===== config.mk =====
export PLATFORM = sky130hd
export DESIGN_NAME = carveout_guard
export DESIGN_NICKNAME = d
export VERILOG_FILES = /design/src/rtl/carveout_pkg.sv /design/src/rtl/carveout_regs.sv /design/src/rtl/carveout_hit.sv /design/src/rtl/carveout_policy.sv /design/src/rtl/carveout_guard.sv
export SDC_FILE = /design/constraint.sdc
export NUM_CORES = 1
export LEC_CHECK = 0
export BUFFER_PORTS_ARGS = -buffer_cell sky130_fd_sc_hd__buf_4
export CAP_MARGIN = 15
export CELL_PAD_IN_SITES_DETAIL_PLACEMENT = 1
export CELL_PAD_IN_SITES_GLOBAL_PLACEMENT = 1
export CORE_ASPECT_RATIO = 0.9
export CORE_MARGIN = 4
export CORE_UTILIZATION = 50
export CTS_BUF_LIST = sky130_fd_sc_hd__clkbuf_8
export DETAILED_ROUTE_END_ITERATION = 10
export MAX_ROUTING_LAYER = met4
export PLACE_DENSITY_LB_ADDON = 0.12
export SETUP_SLACK_MARGIN = 0.02
export SYNTH_ARGS = -nofsm -noshare
export SYNTH_HDL_FRONTEND = slang
export SYNTH_SLANG_ARGS = --single-unit

===== constraint.sdc =====
create_clock -name clk -period 7.87 [get_ports clk]
set_input_delay 2.361 -clock clk [delete_from_list [all_inputs] [get_ports clk]]
set_output_delay 2.361 -clock clk [all_outputs]
set_load 0.1 [all_outputs]

===== src/rtl/carveout_pkg.sv =====
package carveout_pkg;
    localparam int REG_W        = 32;
    localparam int NUM_LEVELS   = 4;
    localparam int APER_W       = 3;
    localparam int REG_IDX_W    = 3;

    // register indices
    localparam int REG_BASE     = 0;
    localparam int REG_SIZE     = 1;
    localparam int REG_CFG      = 2;
    localparam int REG_WL0      = 3;

    // configuration word field positions
    localparam int CFG_PROTECT    = 0;
    localparam int CFG_LOCK       = 1;
    localparam int CFG_UNTR_ONLY  = 2;
    localparam int CFG_RD_MASK_LO = 3;
    localparam int CFG_WR_MASK_LO = 7;
    localparam int CFG_APER_LO    = 11;
    localparam int CFG_RD_DIS_LO  = 14;
    localparam int CFG_WR_DIS_LO  = 18;
    localparam int CFG_SEC_WR_BYP = 23;
    localparam int CFG_SEC_RD_BYP = 24;
    localparam int CFG_APER_ANY   = 25;
    localparam int CFG_APER_STRICT= 26;

    typedef enum logic [1:0] {
        VERD_MISS   = 2'd0,
        VERD_BYPASS = 2'd1,
        VERD_GRANT  = 2'd2,
        VERD_DENY   = 2'd3
    } verdict_e;
endpackage


===== src/rtl/carveout_regs.sv =====
module carveout_regs
    import carveout_pkg::*;
#(
    parameter int ADDR_W   = 32,
    parameter int WL_WORDS = 5,
    localparam int WL_BITS = WL_WORDS * REG_W
) (
    input  logic                 clk,
    input  logic                 rst_n,
    input  logic                 wr_en_i,
    input  logic [REG_IDX_W-1:0] wr_idx_i,
    input  logic [REG_W-1:0]     wr_data_i,
    input  logic                 wr_secure_i,
    output logic [ADDR_W-1:0]    base_o,
    output logic [ADDR_W-1:0]    size_o,
    output logic [REG_W-1:0]     cfg_o,
    output logic [WL_BITS-1:0]   wl_o
);
    typedef struct packed {
        logic [ADDR_W-1:0]  base;
        logic [ADDR_W-1:0]  size;
        logic [REG_W-1:0]   cfg;
        logic [WL_BITS-1:0] wl;
    } regs_t;

    regs_t st_d, st_q;
    logic  wr_ok;

    always_comb begin
        // lockdown: frozen unless protect mode admits a secure writer
        wr_ok = !st_q.cfg[CFG_LOCK] ||
                (st_q.cfg[CFG_PROTECT] && wr_secure_i);
        st_d  = st_q;
        if (wr_en_i && wr_ok) begin
            case (int'(wr_idx_i))
                REG_BASE: st_d.base = ADDR_W'(wr_data_i);
                REG_SIZE: st_d.size = ADDR_W'(wr_data_i);
                REG_CFG:  st_d.cfg  = wr_data_i;
                default:  ;
            endcase
            for (int k = 0; k < WL_WORDS; k++) begin
                if (int'(wr_idx_i) == REG_WL0 + k)
                    st_d.wl[k*REG_W +: REG_W] = wr_data_i;
            end
        end
    end

    always_ff @(posedge clk) begin
        if (!rst_n) st_q <= '0;
        else        st_q <= st_d;
    end

    assign base_o = st_q.base;
    assign size_o = st_q.size;
    assign cfg_o  = st_q.cfg;
    assign wl_o   = st_q.wl;
endmodule


===== src/rtl/carveout_hit.sv =====
module carveout_hit
    import carveout_pkg::*;
#(
    parameter int ADDR_W = 32
) (
    input  logic [ADDR_W-1:0] base_i,
    input  logic [ADDR_W-1:0] size_i,
    input  logic [ADDR_W-1:0] addr_i,
    input  logic              translated_i,
    input  logic [APER_W-1:0] req_aper_i,
    input  logic              untr_only_i,
    input  logic [APER_W-1:0] win_aper_i,
    input  logic              aper_any_i,
    input  logic              aper_strict_i,
    output logic              hit_o
);
    logic [ADDR_W-1:0] offset;
    logic              in_range;
    logic              type_ok;
    logic              aper_ok;

    always_comb begin
        // one subtractor + one compare; wraps cleanly at the top of space
        offset   = addr_i - base_i;
        in_range = (addr_i >= base_i) && (offset < size_i);
        type_ok  = !(untr_only_i && translated_i);
        aper_ok  = aper_any_i || !aper_strict_i || (req_aper_i == win_aper_i);
        hit_o    = in_range && type_ok && aper_ok;
    end
endmodule


===== src/rtl/carveout_policy.sv =====
module carveout_policy
    import carveout_pkg::*;
#(
    parameter int CLIENT_W = 8,
    parameter int WL_BITS  = 160,
    localparam int WL_IDX_W = $clog2(WL_BITS),
    localparam int LVL_W    = $clog2(NUM_LEVELS)
) (
    input  logic                  hit_i,
    input  logic [CLIENT_W-1:0]   client_i,
    input  logic                  write_i,
    input  logic [LVL_W-1:0]      level_i,
    input  logic                  secure_i,
    input  logic [WL_BITS-1:0]    wl_i,
    input  logic [NUM_LEVELS-1:0] rd_mask_i,
    input  logic [NUM_LEVELS-1:0] wr_mask_i,
    input  logic [NUM_LEVELS-1:0] rd_dis_i,
    input  logic [NUM_LEVELS-1:0] wr_dis_i,
    input  logic                  sec_wr_byp_i,
    input  logic                  sec_rd_byp_i,
    output verdict_e              verdict_o
);
    logic                  wl_hit;
    logic                  lvl_ok;
    logic                  bypass;
    logic [NUM_LEVELS-1:0] lvl_pass;

    // per-level pass vector: mask grant or check disabled, per direction
    for (genvar n = 0; n < NUM_LEVELS; n++) begin : g_lvl
        assign lvl_pass[n] = write_i ? (wr_mask_i[n] | wr_dis_i[n])
                                     : (rd_mask_i[n] | rd_dis_i[n]);
    end

    always_comb begin
        if (int'(client_i) < WL_BITS)
            wl_hit = wl_i[WL_IDX_W'(client_i)];
        else
            wl_hit = 1'b0;
        lvl_ok = lvl_pass[level_i];
        bypass = secure_i && (write_i ? sec_wr_byp_i : sec_rd_byp_i);

        if (!hit_i)                verdict_o = VERD_MISS;
        else if (bypass)           verdict_o = VERD_BYPASS;
        else if (wl_hit || lvl_ok) verdict_o = VERD_GRANT;
        else                       verdict_o = VERD_DENY;
    end
endmodule


===== src/rtl/carveout_guard.sv =====
module carveout_guard
    import carveout_pkg::*;
#(
    parameter int ADDR_W   = 32,
    parameter int CLIENT_W = 8,
    parameter int WL_WORDS = 5,
    localparam int WL_BITS = WL_WORDS * REG_W,
    localparam int LVL_W   = $clog2(NUM_LEVELS)
) (
    input  logic                 clk,
    input  logic                 rst_n,
    input  logic                 cfg_wr_en,
    input  logic [REG_IDX_W-1:0] cfg_wr_idx,
    input  logic [REG_W-1:0]     cfg_wr_data,
    input  logic                 cfg_wr_secure,
    input  logic                 req_valid,
    input  logic [CLIENT_W-1:0]  req_client,
    input  logic                 req_write,
    input  logic [LVL_W-1:0]     req_level,
    input  logic [ADDR_W-1:0]    req_addr,
    input  logic                 req_translated,
    input  logic                 req_secure,
    input  logic [APER_W-1:0]    req_aperture,
    output logic                 resp_valid,
    output logic                 resp_allow,
    output logic                 viol_flag,
    output logic [CLIENT_W-1:0]  viol_client
);
    typedef struct packed {
        logic                resp_valid;
        logic                resp_allow;
        logic                viol_flag;
        logic [CLIENT_W-1:0] viol_client;
    } out_t;

    logic [ADDR_W-1:0]  base_w;
    logic [ADDR_W-1:0]  size_w;
    logic [REG_W-1:0]   cfg_w;
    logic [WL_BITS-1:0] wl_w;
    logic               hit_w;
    verdict_e           verdict_w;
    logic               allow_w;
    logic               unused_cfg_bits;
    out_t               o_d, o_q;

    carveout_regs #(
        .ADDR_W   (ADDR_W),
        .WL_WORDS (WL_WORDS)
    ) u_regs (
        .clk         (clk),
        .rst_n       (rst_n),
        .wr_en_i     (cfg_wr_en),
        .wr_idx_i    (cfg_wr_idx),
        .wr_data_i   (cfg_wr_data),
        .wr_secure_i (cfg_wr_secure),
        .base_o      (base_w),
        .size_o      (size_w),
        .cfg_o       (cfg_w),
        .wl_o        (wl_w)
    );

    carveout_hit #(
        .ADDR_W (ADDR_W)
    ) u_hit (
        .base_i        (base_w),
        .size_i        (size_w),
        .addr_i        (req_addr),
        .translated_i  (req_translated),
        .req_aper_i    (req_aperture),
        .untr_only_i   (cfg_w[CFG_UNTR_ONLY]),
        .win_aper_i    (cfg_w[CFG_APER_LO +: APER_W]),
        .aper_any_i    (cfg_w[CFG_APER_ANY]),
        .aper_strict_i (cfg_w[CFG_APER_STRICT]),
        .hit_o         (hit_w)
    );

    carveout_policy #(
        .CLIENT_W (CLIENT_W),
        .WL_BITS  (WL_BITS)
    ) u_policy (
        .hit_i        (hit_w),
        .client_i     (req_client),
        .write_i      (req_write),
        .level_i      (req_level),
        .secure_i     (req_secure),
        .wl_i         (wl_w),
        .rd_mask_i    (cfg_w[CFG_RD_MASK_LO +: NUM_LEVELS]),
        .wr_mask_i    (cfg_w[CFG_WR_MASK_LO +: NUM_LEVELS]),
        .rd_dis_i     (cfg_w[CFG_RD_DIS_LO +: NUM_LEVELS]),
        .wr_dis_i     (cfg_w[CFG_WR_DIS_LO +: NUM_LEVELS]),
        .sec_wr_byp_i (cfg_w[CFG_SEC_WR_BYP]),
        .sec_rd_byp_i (cfg_w[CFG_SEC_RD_BYP]),
        .verdict_o    (verdict_w)
    );

    // bits held in the word but not consumed by the decision path
    assign unused_cfg_bits = ^{cfg_w[REG_W-1:CFG_APER_STRICT+1], cfg_w[22],
                               cfg_w[CFG_LOCK], cfg_w[CFG_PROTECT]};

    assign allow_w = (verdict_w != VERD_DENY);

    always_comb begin
        o_d            = o_q;
        o_d.resp_valid = req_valid;
        o_d.resp_allow = req_valid && allow_w;
        if (req_valid && !allow_w && !o_q.viol_flag) begin
            o_d.viol_flag   = 1'b1;
            o_d.viol_client = req_client;
        end
    end

    always_ff @(posedge clk) begin
        if (!rst_n) o_q <= '0;
        else        o_q <= o_d;
    end

    assign resp_valid  = o_q.resp_valid;
    assign resp_allow  = o_q.resp_allow;
    assign viol_flag   = o_q.viol_flag;
    assign viol_client = o_q.viol_client;
endmodule


==> impl_metrics.tcl, run 1 <==
set metrics [dict create \
    status "finished, final reports clean" \
    ys_async_sr_fraction_pct 0 \
    die_h_um 163.2 \
    gr-total-overflow 0 \
    layout_common_cells "nand2_1, a21oi_1, dfxtp_1" \
    drt_iter0_drc 619 \
    post-route-period-util_pct 82.14 \
    period_needed_ns 6.464 \
    fin_hold_ws_ns 0.4510 \
    place_ws_ns 0.8969 \
    rows 56 \
    timing.fmax_mhz 154.7 \
    hold_class "flip-flop to flip-flop" \
    setup_viol 0 \
    timing.rr.end "viol_client[6]" \
    via_per_inst 5.800 \
    critPathRequiredTime_ns 8.24 \
    initial_core_util_pct 51.04 \
    synth_compound_area_share_pct 18.06 \
    vias 12268 \
    wl_per_cell_um 20.02 \
    synth_edf_count 0 \
    area_delta_synth_final_pct 12.05 \
    synth.area.mux_share_pct 7.400 \
    fillers 3224 \
    whs_path_depth 2 \
    die_area_mm2 0.02943 \
    total_power_mw 3.003 \
    yosys.area.top_type "dfxtp_1" \
    layout.cells.non_filler 2115 \
    htreeDepth 2 \
    postRouteAntennaNets 0 \
    synthAdderAreaFrac_pct 6.044 \
    netlist_instances 1706 \
    layout_commonest_cell "nand2_1" \
    grt_pass1_wl_um 67320 \
    post-dp-hpwl_um 28870 \
    yosys_warnings 0 \
    antenna_found_initial 0 \
    timing.final.ws_setup_ns 1.406 \
    grt_max_degree 145 \
    path_clk_slew_ns 0.06 \
    r2r_cells 19 \
    hold_end "u_regs.wl_o[138]" \
    hp-start "u_regs.wl_o[138]" \
    netlist_top_cells_area "dfxtp_1, nand2_1, a21oi_1" \
    drive_gt1_share_pct 13.07 \
    r2r_setup_slack_ns 3.01 \
    avgSynthCellArea_um2 7.839 \
    io_buffers 98 \
    drc 0 \
    cts_resized 0 \
    synth_top_area_share_pct 39.07 \
    yosysUniqueCellTypes 68 \
    crit_path_end_kind "flip-flop" \
    num-nets-final 1893 \
    core_area_mm2 0.02621 \
    worstPathMaxFanout 8 \
    cts_sinks 261 \
    synth_flop_cell "dfxtp_1" \
    ys_seq_area_share_pct 39.07 \
    final_core_util_pct 57.19 \
    cts_buffers 44 \
    postCtsSetupBuffers 0 \
    gr-usage-all-layers_pct 28.88 \
    clk_latency_ns 0.58 \
    max_cap_violations 0 \
    synth-simple-area-share_pct 21.26 \
    place_inst 2042 \
    synth-seq-cells 261 \
    cts_hold_buf 0 \
    reg2reg_from "u_regs.base_o[1]" \
    grt_pass1_vias 12835 \
    io_pins 99 \
    gp_congestion 0.8784 \
    worstPathArrival_ns 6.84 \
    leakage_nw 5.343 \
    syn_area_mm2 0.01337 \
    dr.pass1.iters 5 \
    die_width_um 180.4 \
    finalInstanceArea_mm2 0.01499 \
    tightestPinTransition_ns 1.124 \
    clockRootBuffer "clkbuf_8" \
    fin_tns_setup_ns 0 \
    synth_top_family_by_area "simple AND/OR/NAND/NOR gates" \
    relSlewSlack_pct 25.10 \
    final_hold_viol_count 0 \
    cts_tree "built" \
    skew_ns 0.04152 \
    synth-xor-area-share_pct 1.572 \
    rsz0062_at_grt "no" \
    power_density_mw_per_mm2 200.4 \
    diodes 0 \
    wirelength_um 42340 \
    placed_area_mm2 0.01412 \
    cts.path.max_buffers 3 \
    worstSetupPathType "input pin to flip-flop" \
    crit_path_start_kind "input pin" \
    drv_slew 0 \
    syn_nets 1858 \
    ir_worst_vdd_uv 130.4 \
]
## synth_stat cells, types with 3 or more instances
cell type and n:
ha_1 63, o211ai_1 3, o31ai_1 13, a21o_1 10, a22oi_1 16, nand2_1 530
clkbuf_1 83, or3_1 6, o21a_1 4, nor3_1 13, nand3_1 19, dfxtp_1 261
nand2b_1 6, or2_2 3, nand3b_1 4, o21ai_0 31, mux4_2 36, o21ai_1 3
a2111oi_0 3, nor4_1 8, a21oi_1 299, clkbuf_2 28, buf_6 5, nor2_1 43
nor3b_1 5, a211oi_1 4, mux4_1 6, inv_1 77, o21bai_1 3, and2_1 8
xnor2_1 16, a311oi_1 3, a31oi_1 5, buf_2 7, and3_1 3, nand4_1 19
nor2b_1 12, a21boi_0 4, xor2_1 8
## registers in the layout, indices dropped and copies added (netlist names)
name / count
u_regs.wl_o: 160
u_regs.base_o: 32
u_regs.size_o: 32
u_regs.cfg_o: 26
viol_client: 8
resp_allow: 1
resp_valid: 1
viol_flag: 1
## power by group
part / internal [mW] / total, mW / switching (mW)
clock network: 0.625 / 1.18 / 0.556
registers: 1.35 / 1.37 / 0.0158
logic: 0.164 / 0.454 / 0.290
## worst max-delay path: stages
cell,delay [ns]
buf_4,0.08
inv_1,0.03
ha_1,0.21
fa_1,0.41
nor2b_1,0.12
o21ai_0,0.14
a21boi_1,0.35
o32a_1,0.25
a31oi_1,0.20
o31a_1,0.37
o21a_1,0.24
o311ai_1,0.29
ha_1,0.29
nor2b_1,0.13
o21ai_0,0.16
nand3_1,0.09
nor3_1,0.33
nand4_2,0.31
o31ai_1,0.35
a21oi_1,0.10
## worst max-delay path by stage
stage,start,to,slack (ns),depth (start not counted)
after global routing,req_addr[0],viol_client[7],1.11,20
after CTS,req_addr[0],viol_flag,1.47,19
after floorplan,req_addr[0],viol_client[0],1.85,19
after detailed placement,req_addr[0],viol_flag,0.90,19
final,req_addr[0],viol_client[6],1.41,20
after global placement,req_addr[0],viol_flag,0.97,19
## routing by layer
layer  share of wire (%)  up-vias  global-route usage, %  wire, µm
met5                   0        -                      -         0
met4                 3.2        0                  9.003      1356
met3                 4.9      101                  4.320      2072
met2                  47      291                  47.98     19920
met1                  45     6013                  36.78     18990
li1                    -     5863                      -         -
## cell families (layout without fill, tap and decap cells)
logic type | count (synthesis) | count (layout)
multiplexers | 44 | 44
flip-flops | 261 | 261
buffers and inverters | 205 | 266
adder cells (fa/ha/maj) | 64 | 64
XOR/XNOR | 24 | 24
AND/OR/NAND/NOR | 685 | 685
AO/OA/AOI/OAI | 423 | 423
## area by class of cell
| cell class | count | area, µm² | area share, % |
|---|---|---|---|
| multi-input cells | 1240 | 7301 | 48.72 |
| flip-flops and latches | 261 | 5225 | 34.87 |
| repair buffers | 116 | 890.9 | 5.945 |
| clock buffers | 55 | 757.0 | 5.051 |
| well taps | 348 | 435.4 | 2.906 |
| inverters | 78 | 297.8 | 1.987 |
| clock inverters | 17 | 78.83 | 0.5260 |
(Power assumes the default switching activity.)
==> run 2, diff against run 1 <==
--- a/config.mk
+++ b/config.mk
@@ -11,7 +11,7 @@
 export CELL_PAD_IN_SITES_GLOBAL_PLACEMENT = 1
 export CORE_ASPECT_RATIO = 0.9
 export CORE_MARGIN = 4
-export CORE_UTILIZATION = 50
+export CORE_UTILIZATION = 42
 export CTS_BUF_LIST = sky130_fd_sc_hd__clkbuf_8
 export DETAILED_ROUTE_END_ITERATION = 10
 export MAX_ROUTING_LAYER = met4
==> constraint.sdc (replaced) <==
create_clock -name clk -period 5.9 [get_ports clk]
set_input_delay 1.77 -clock clk [delete_from_list [all_inputs] [get_ports clk]]
set_output_delay 1.77 -clock clk [all_outputs]
set_load 0.1 [all_outputs]
==> run 2 against run 1 <==
Compared with the run above:
- clock power grew 47%
- die area rose by 18%
- sequential share of layout area fell by 0.93 points
- power grew 40%
- sequential power increased by 34%
- via count shrank 0.11%
- cell count rose by 4.7%
- clock-buffer cell count rose by 2
- hold slack better by 0.0015 ns
- combinational power grew 41%
- critical path type unchanged
- largest cell class unchanged
- largest power group unchanged
==> impl_metrics.tcl, run 2 (same netlist as run 1, synthesis figures left out) <==
set metrics [dict create \
    layout_common_cells "nand2_1, a21oi_1, dfxtp_1" \
    cts_buffers 47 \
    startpoint "req_addr[0]" \
    cts_hold_buf 0 \
    final_hold_viol_count 0 \
    drive_gt1_share_pct 15.01 \
    final_core_util_pct 49.45 \
    post-route-period-util_pct 94.21 \
    timing.fmax_mhz 179.9 \
    wl_per_cell_um 20.28 \
    crit_path_max_incr_delay_ns 0.47 \
    p_sw_share_pct 28.45 \
    rsz0062_at_grt "no" \
    status "finished, final reports clean" \
    grt_max_degree 120 \
    relSlewSlack_pct 30.93 \
    timing.rr.end "viol_client[5]" \
    clk_latency_ns 0.57 \
    wirelength_um 44930 \
    initial_core_util_pct 42.95 \
    rows 61 \
    ir_worst_vdd_uv 183.0 \
    grt_pass1_wl_um 70810 \
    p_int_mw 2.998 \
    cts.path.max_buffers 3 \
    critPathRequiredTime_ns 6.39 \
    cts_tree "built" \
    path_cells "buf_4, inv_1, ha_1, fa_1, nor2b_1, o21ai_0, a21boi_1, o32a_1, a31oi_1, o31a_1, o21a_1, buf_4, xnor2_1, ha_1, nand4_1, nor4_1, o31ai_1, buf_4, nand4_2, buf_4, o31ai_1, a21oi_1" \
    hold_end "u_regs.wl_o[46]" \
    path_common_cell "buf_4" \
    tightestPinTransition_ns 1.033 \
    postRouteAntennaNets 0 \
    crit_path_end_kind "flip-flop" \
    clkPwrFrac_pct 41.2 \
    worstPathArrival_ns 6.05 \
    leakage_nw 5.545 \
    layout.cells.non_filler 2215 \
    r2r_cells 21 \
    hold_class "flip-flop to flip-flop" \
    layout_commonest_cell "nand2_1" \
    worstSetupPathType "input pin to flip-flop" \
    pwr-share-seq_pct 43.6 \
    vias 12255 \
    max_cap_violations 0 \
    whs_path_depth 2 \
    postCtsSetupBuffers 0 \
    io_pins 99 \
    power_frac_comb_pct 15.2 \
    r2r_setup_slack_ns 1.26 \
    period_needed_ns 5.558 \
    antenna_found_initial 0 \
    clockRootBuffer "clkbuf_8" \
    htreeDepth 2 \
    core_area_mm2 0.03114 \
    reg2reg_from "u_regs.base_o[1]" \
    setup_viol 0 \
    power_density_mw_per_mm2 272.1 \
    fin_tns_setup_ns 0 \
    gr-usage-all-layers_pct 26.31 \
    cts_resized 0 \
    die_h_um 177.3 \
    crit_path_top_delay_cell "nor4_1" \
    cts_sinks 261 \
    place_inst 2135 \
    via_per_inst 5.533 \
    largest_reg_flops 160 \
    dr.pass1.iters 5 \
    die_area_mm2 0.03477 \
    crit_path_start_kind "input pin" \
    post-dp-hpwl_um 31010 \
    drc 0 \
    path_clk_slew_ns 0.06 \
    total_power_mw 4.190 \
    gp_congestion 0.8844 \
    gr-total-overflow 0 \
    num-nets-final 1928 \
    switchingPower_mw 1.192 \
    io_buffers 98 \
    die_width_um 196.1 \
    drt_iter0_drc 633 \
    hp-start "u_regs.wl_o[46]" \
    skew_ns 0.02502 \
    worstPathMaxFanout 8 \
    drv_slew 0 \
    area_delta_synth_final_pct 15.14 \
    diodes 0 \
    fin_hold_ws_ns 0.4524 \
    grt_pass1_vias 12747 \
]
==> run 2: area by class of cell <==
type	count	area (µm²)
timing repair buffer	148	1124
clock inverter	22	150.1
sequential	261	5225
multi-input combinational	1240	7306
inverter	78	297.8
fill	3855	15740
clock buffer	57	784.5
tap	409	511.7
==> run 2: how the worst max path moves through the flow <==
stage	slack (ns)	to	depth (start not counted)
floorplan	0.47	viol_client[0]	19
global placement	-0.13	viol_flag	21
detailed placement	-0.23	viol_client[5]	20
CTS	0.38	viol_flag	21
global route	0.07	viol_flag	21
finish	0.34	viol_client[5]	22
==> run 2: metrics by stage <==
step | setup WS (ns) | cell area, µm²
global route | 0.07399 | 15400
finish | 0.3416 | 15400
CTS | 0.3793 | 15390
global placement | -0.1278 | 14460
detailed placement | -0.2300 | 14460
floorplan | 0.4703 | 13370
==> run 2: per-layer routing <==
metal	GRT usage, %	share of wire, %
met5	-	0
met4	8.261	2.9
met3	3.759	4.3
met2	43.04	47
met1	34.04	46
==> run 2: power by group through the flow <==
stage,Sequential [mW],Combinational (mW),Clock (mW)
floorplan,1.88,0.385,0
global placement,1.86,0.614,0
detailed placement,1.86,0.630,0
CTS,1.83,0.635,1.77
global route,1.83,0.701,1.86
finish,1.83,0.638,1.73
==> run 2: worst max-delay path: cells and delay by family <==
kind	cells	cell delay (ns)
buffers and inverters	5	0.61
AO/OA/AOI/OAI	9	1.81
AND/OR/NAND/NOR	4	0.83
XOR/XNOR	1	0.12
adder cells (fa/ha/maj)	3	0.89
==> run 3, diff against run 2 <==
--- a/config.mk
+++ b/config.mk
@@ -9,9 +9,9 @@
 export CAP_MARGIN = 15
 export CELL_PAD_IN_SITES_DETAIL_PLACEMENT = 1
 export CELL_PAD_IN_SITES_GLOBAL_PLACEMENT = 1
-export CORE_ASPECT_RATIO = 0.9
+export CORE_ASPECT_RATIO = 0.7
 export CORE_MARGIN = 4
-export CORE_UTILIZATION = 42
+export CORE_UTILIZATION = 44
 export CTS_BUF_LIST = sky130_fd_sc_hd__clkbuf_8
 export DETAILED_ROUTE_END_ITERATION = 10
 export MAX_ROUTING_LAYER = met4
@@ -19,4 +19,5 @@
 export SETUP_SLACK_MARGIN = 0.02
 export SYNTH_ARGS = -nofsm -noshare
 export SYNTH_HDL_FRONTEND = slang
+export SYNTH_HIERARCHICAL = 1
 export SYNTH_SLANG_ARGS = --single-unit
==> run 3 against run 2 <==
Compared with the run above:
- cell count down 8.1%
- power is 3.3% lower
- hold slack gained 0.0040 ns
- sequential power barely moved
- critical path depth is 1 lower
- non-clock buffer count increased by 45
- sequential share of layout area fell by 1.7 points
- final area rose by 5.3%
- largest power group unchanged
==> impl_metrics.tcl, run 3 <==
set metrics [dict create \
    status "finished, final reports clean" \
    cts_buffers 44 \
    pwr-share-seq_pct 45.0 \
    grt_pass1_vias 11722 \
    gr-total-overflow 0 \
    gp_congestion 0.8892 \
    power_frac_comb_pct 16.4 \
    core_area_mm2 0.03108 \
    area_delta_synth_final_pct 16.96 \
    crit_path_top_delay_cell "a211oi_1" \
    worstSetupPathType "input pin to flip-flop" \
    wl_per_cell_um 20.53 \
    drive_gt1_share_pct 19.75 \
    die_area_mm2 0.03446 \
    rows 54 \
    die_width_um 220.2 \
    cts.path.max_buffers 3 \
    timing.rr.end "viol_client[4]" \
    vias 11123 \
    switchingPower_mw 1.124 \
    drt_iter0_drc 646 \
    path_cells "buf_4, ha_1, buf_4, a21o_1, a21oi_2, a21oi_2, buf_4, o32ai_4, buf_4, xnor2_1, ha_1, a21o_1, a211oi_1, o21ai_0, a311oi_1, buf_4, inv_1, a311oi_2, and4b_1, buf_12, mux2i_1" \
    cts_sinks 261 \
    post-dp-hpwl_um 28820 \
    reg2reg_from "u_regs/base_o[4]" \
    timing.final.ws_setup_ns 0.1408 \
    drc 0 \
    ir_worst_vdd_uv 119.0 \
    worstPathArrival_ns 6.23 \
    post-route-period-util_pct 97.61 \
    layout_common_cells "nand2_1, mux2i_1, dfxtp_1" \
    rsz0062_at_grt "yes" \
    relSlewSlack_pct 24.88 \
    p_sw_share_pct 27.74 \
    tightestPinTransition_ns 1.127 \
    hold_end "u_regs/wl_o[100]" \
    timing.fmax_mhz 173.6 \
    r2r_setup_slack_ns 1.05 \
    htreeDepth 2 \
    final_hold_viol_count 0 \
    clk_latency_ns 0.56 \
    io_pins 99 \
    finalInstanceArea_mm2 0.01622 \
    placed_area_mm2 0.01530 \
    total_power_mw 4.053 \
    num-nets-final 1743 \
    p_int_mw 2.929 \
    hp-start "u_regs/wl_o[100]" \
    netlist_instances 1441 \
    max_cap_violations 0 \
    period_needed_ns 5.759 \
    clockRootBuffer "clkbuf_8" \
    postRouteAntennaNets 0 \
    gr-usage-all-layers_pct 24.51 \
    largest_reg_flops 160 \
    drv_slew 0 \
    avgSynthCellArea_um2 9.622 \
    syn_nets 1593 \
    hold_class "flip-flop to flip-flop" \
    layout_commonest_cell "nand2_1" \
    path_clk_slew_ns 0.05 \
    crit_path_start_kind "input pin" \
    io_buffers 98 \
    crit_path_end_kind "flip-flop" \
    wirelength_um 41780 \
    crit_path_max_incr_delay_ns 0.40 \
    r2r_cells 21 \
    critPathRequiredTime_ns 6.37 \
    place_ws_ns -0.5539 \
    grt_pass1_wl_um 64750 \
    yosys_warnings 6 \
    path_common_cell "buf_4" \
    antenna_found_initial 0 \
    die_h_um 156.5 \
    diodes 0 \
    path_delay_family "compound AO/OA/AOI/OAI gates" \
    setup_viol 0 \
    crit_buf_inv 7 \
    dr.pass1.iters 6 \
    cts_tree "built" \
    worstPathMaxFanout 9 \
    via_per_inst 5.466 \
    cts_hold_buf 0 \
    initial_core_util_pct 44.61 \
    clkPwrFrac_pct 38.6 \
    grt_max_degree 103 \
    whs_path_depth 2 \
    leakage_nw 6.938 \
    power_density_mw_per_mm2 249.9 \
    syn_area_mm2 0.01387 \
    skew_ns 0.009380 \
]
run 3: cell count changes in the layout (fill, tap and decap cells not counted), moves of 11 or more:
cell / delta
mux2i_1: +270
a21oi_1: -262
nand2_1: -201
buf_4: +42
a22oi_1: -16
a21o_1: +15
o21ai_0: -12
o31ai_1: -11
run 3: power groups by stage:
stage          sequential (mW)  combinational, mW  clock [mW]
2_1_floorplan             1.87              0.391           0
3_3_place_gp              1.86              0.624           0
3_5_place_dp              1.86              0.644           0
4_1_cts                   1.82              0.652        1.61
5_1_grt                   1.83              0.728        1.70
6_report                  1.82              0.666        1.56
run 3: layout make-up:
| class | count | area (µm²) |
|---|---|---|
| fill | 3542 | 14860 |
| inverter | 71 | 266.5 |
| sequential | 261 | 5225 |
| timing repair buffer | 193 | 1493 |
| multi-input combinational | 1020 | 7898 |
| clock inverter | 21 | 136.4 |
| clock buffer | 49 | 674.4 |
| tap | 420 | 525.5 |
run 3: routing by layer:
| layer | up-vias | part of all wire, % | global-route usage (%) |
|---|---|---|---|
| met3 | 66 | 4.2 | 3.668 |
| li1 | 5321 | - | - |
| met5 | - | 0 | - |
| met2 | 201 | 45 | 38.45 |
| met1 | 5535 | 49 | 34.05 |
| met4 | 0 | 1.6 | 4.722 |
run 3: worst min-delay path: cells and delay by family, from the launching register on:
family        cells  cell delay, ns
flops             1            0.30
simple gates      1            0.05
mux               1            0.05
run 3: repair_timing:
| item | CTS | global route |
|---|---|---|
| endpoints found under the setup margin | 8 | 9 |
| buffers inserted | 2 | 3 |
| resized for setup | 2 | 14 |
| pin swaps | 1 | 11 |
run 3: stage by stage:
stage,hold WS (ns),std cells,utilization (%),TNS [ns]
floorplan,0.4299,1441,-,0
detailed placement,0.4457,1960,49.22,-4.967
global placement,0.4386,1960,49.22,-2.261
CTS,0.4580,2032,51.91,0
finish,0.4564,2035,52.18,0
global route,0.4746,2035,52.18,-0.4124
run 3: worst max path at each step:
stage / depth (start not counted) / from / end / slack, ns
2_1_floorplan: 22 / req_addr[0] / viol_client[0] / 0.23
3_3_place_gp: 24 / req_addr[0] / viol_client[0] / -0.26
3_5_place_dp: 24 / req_addr[0] / viol_client[7] / -0.55
4_1_cts: 24 / req_addr[0] / viol_client[4] / 0.05
5_1_grt: 24 / req_addr[0] / viol_client[4] / -0.08
6_report: 21 / req_addr[4] / viol_client[4] / 0.14
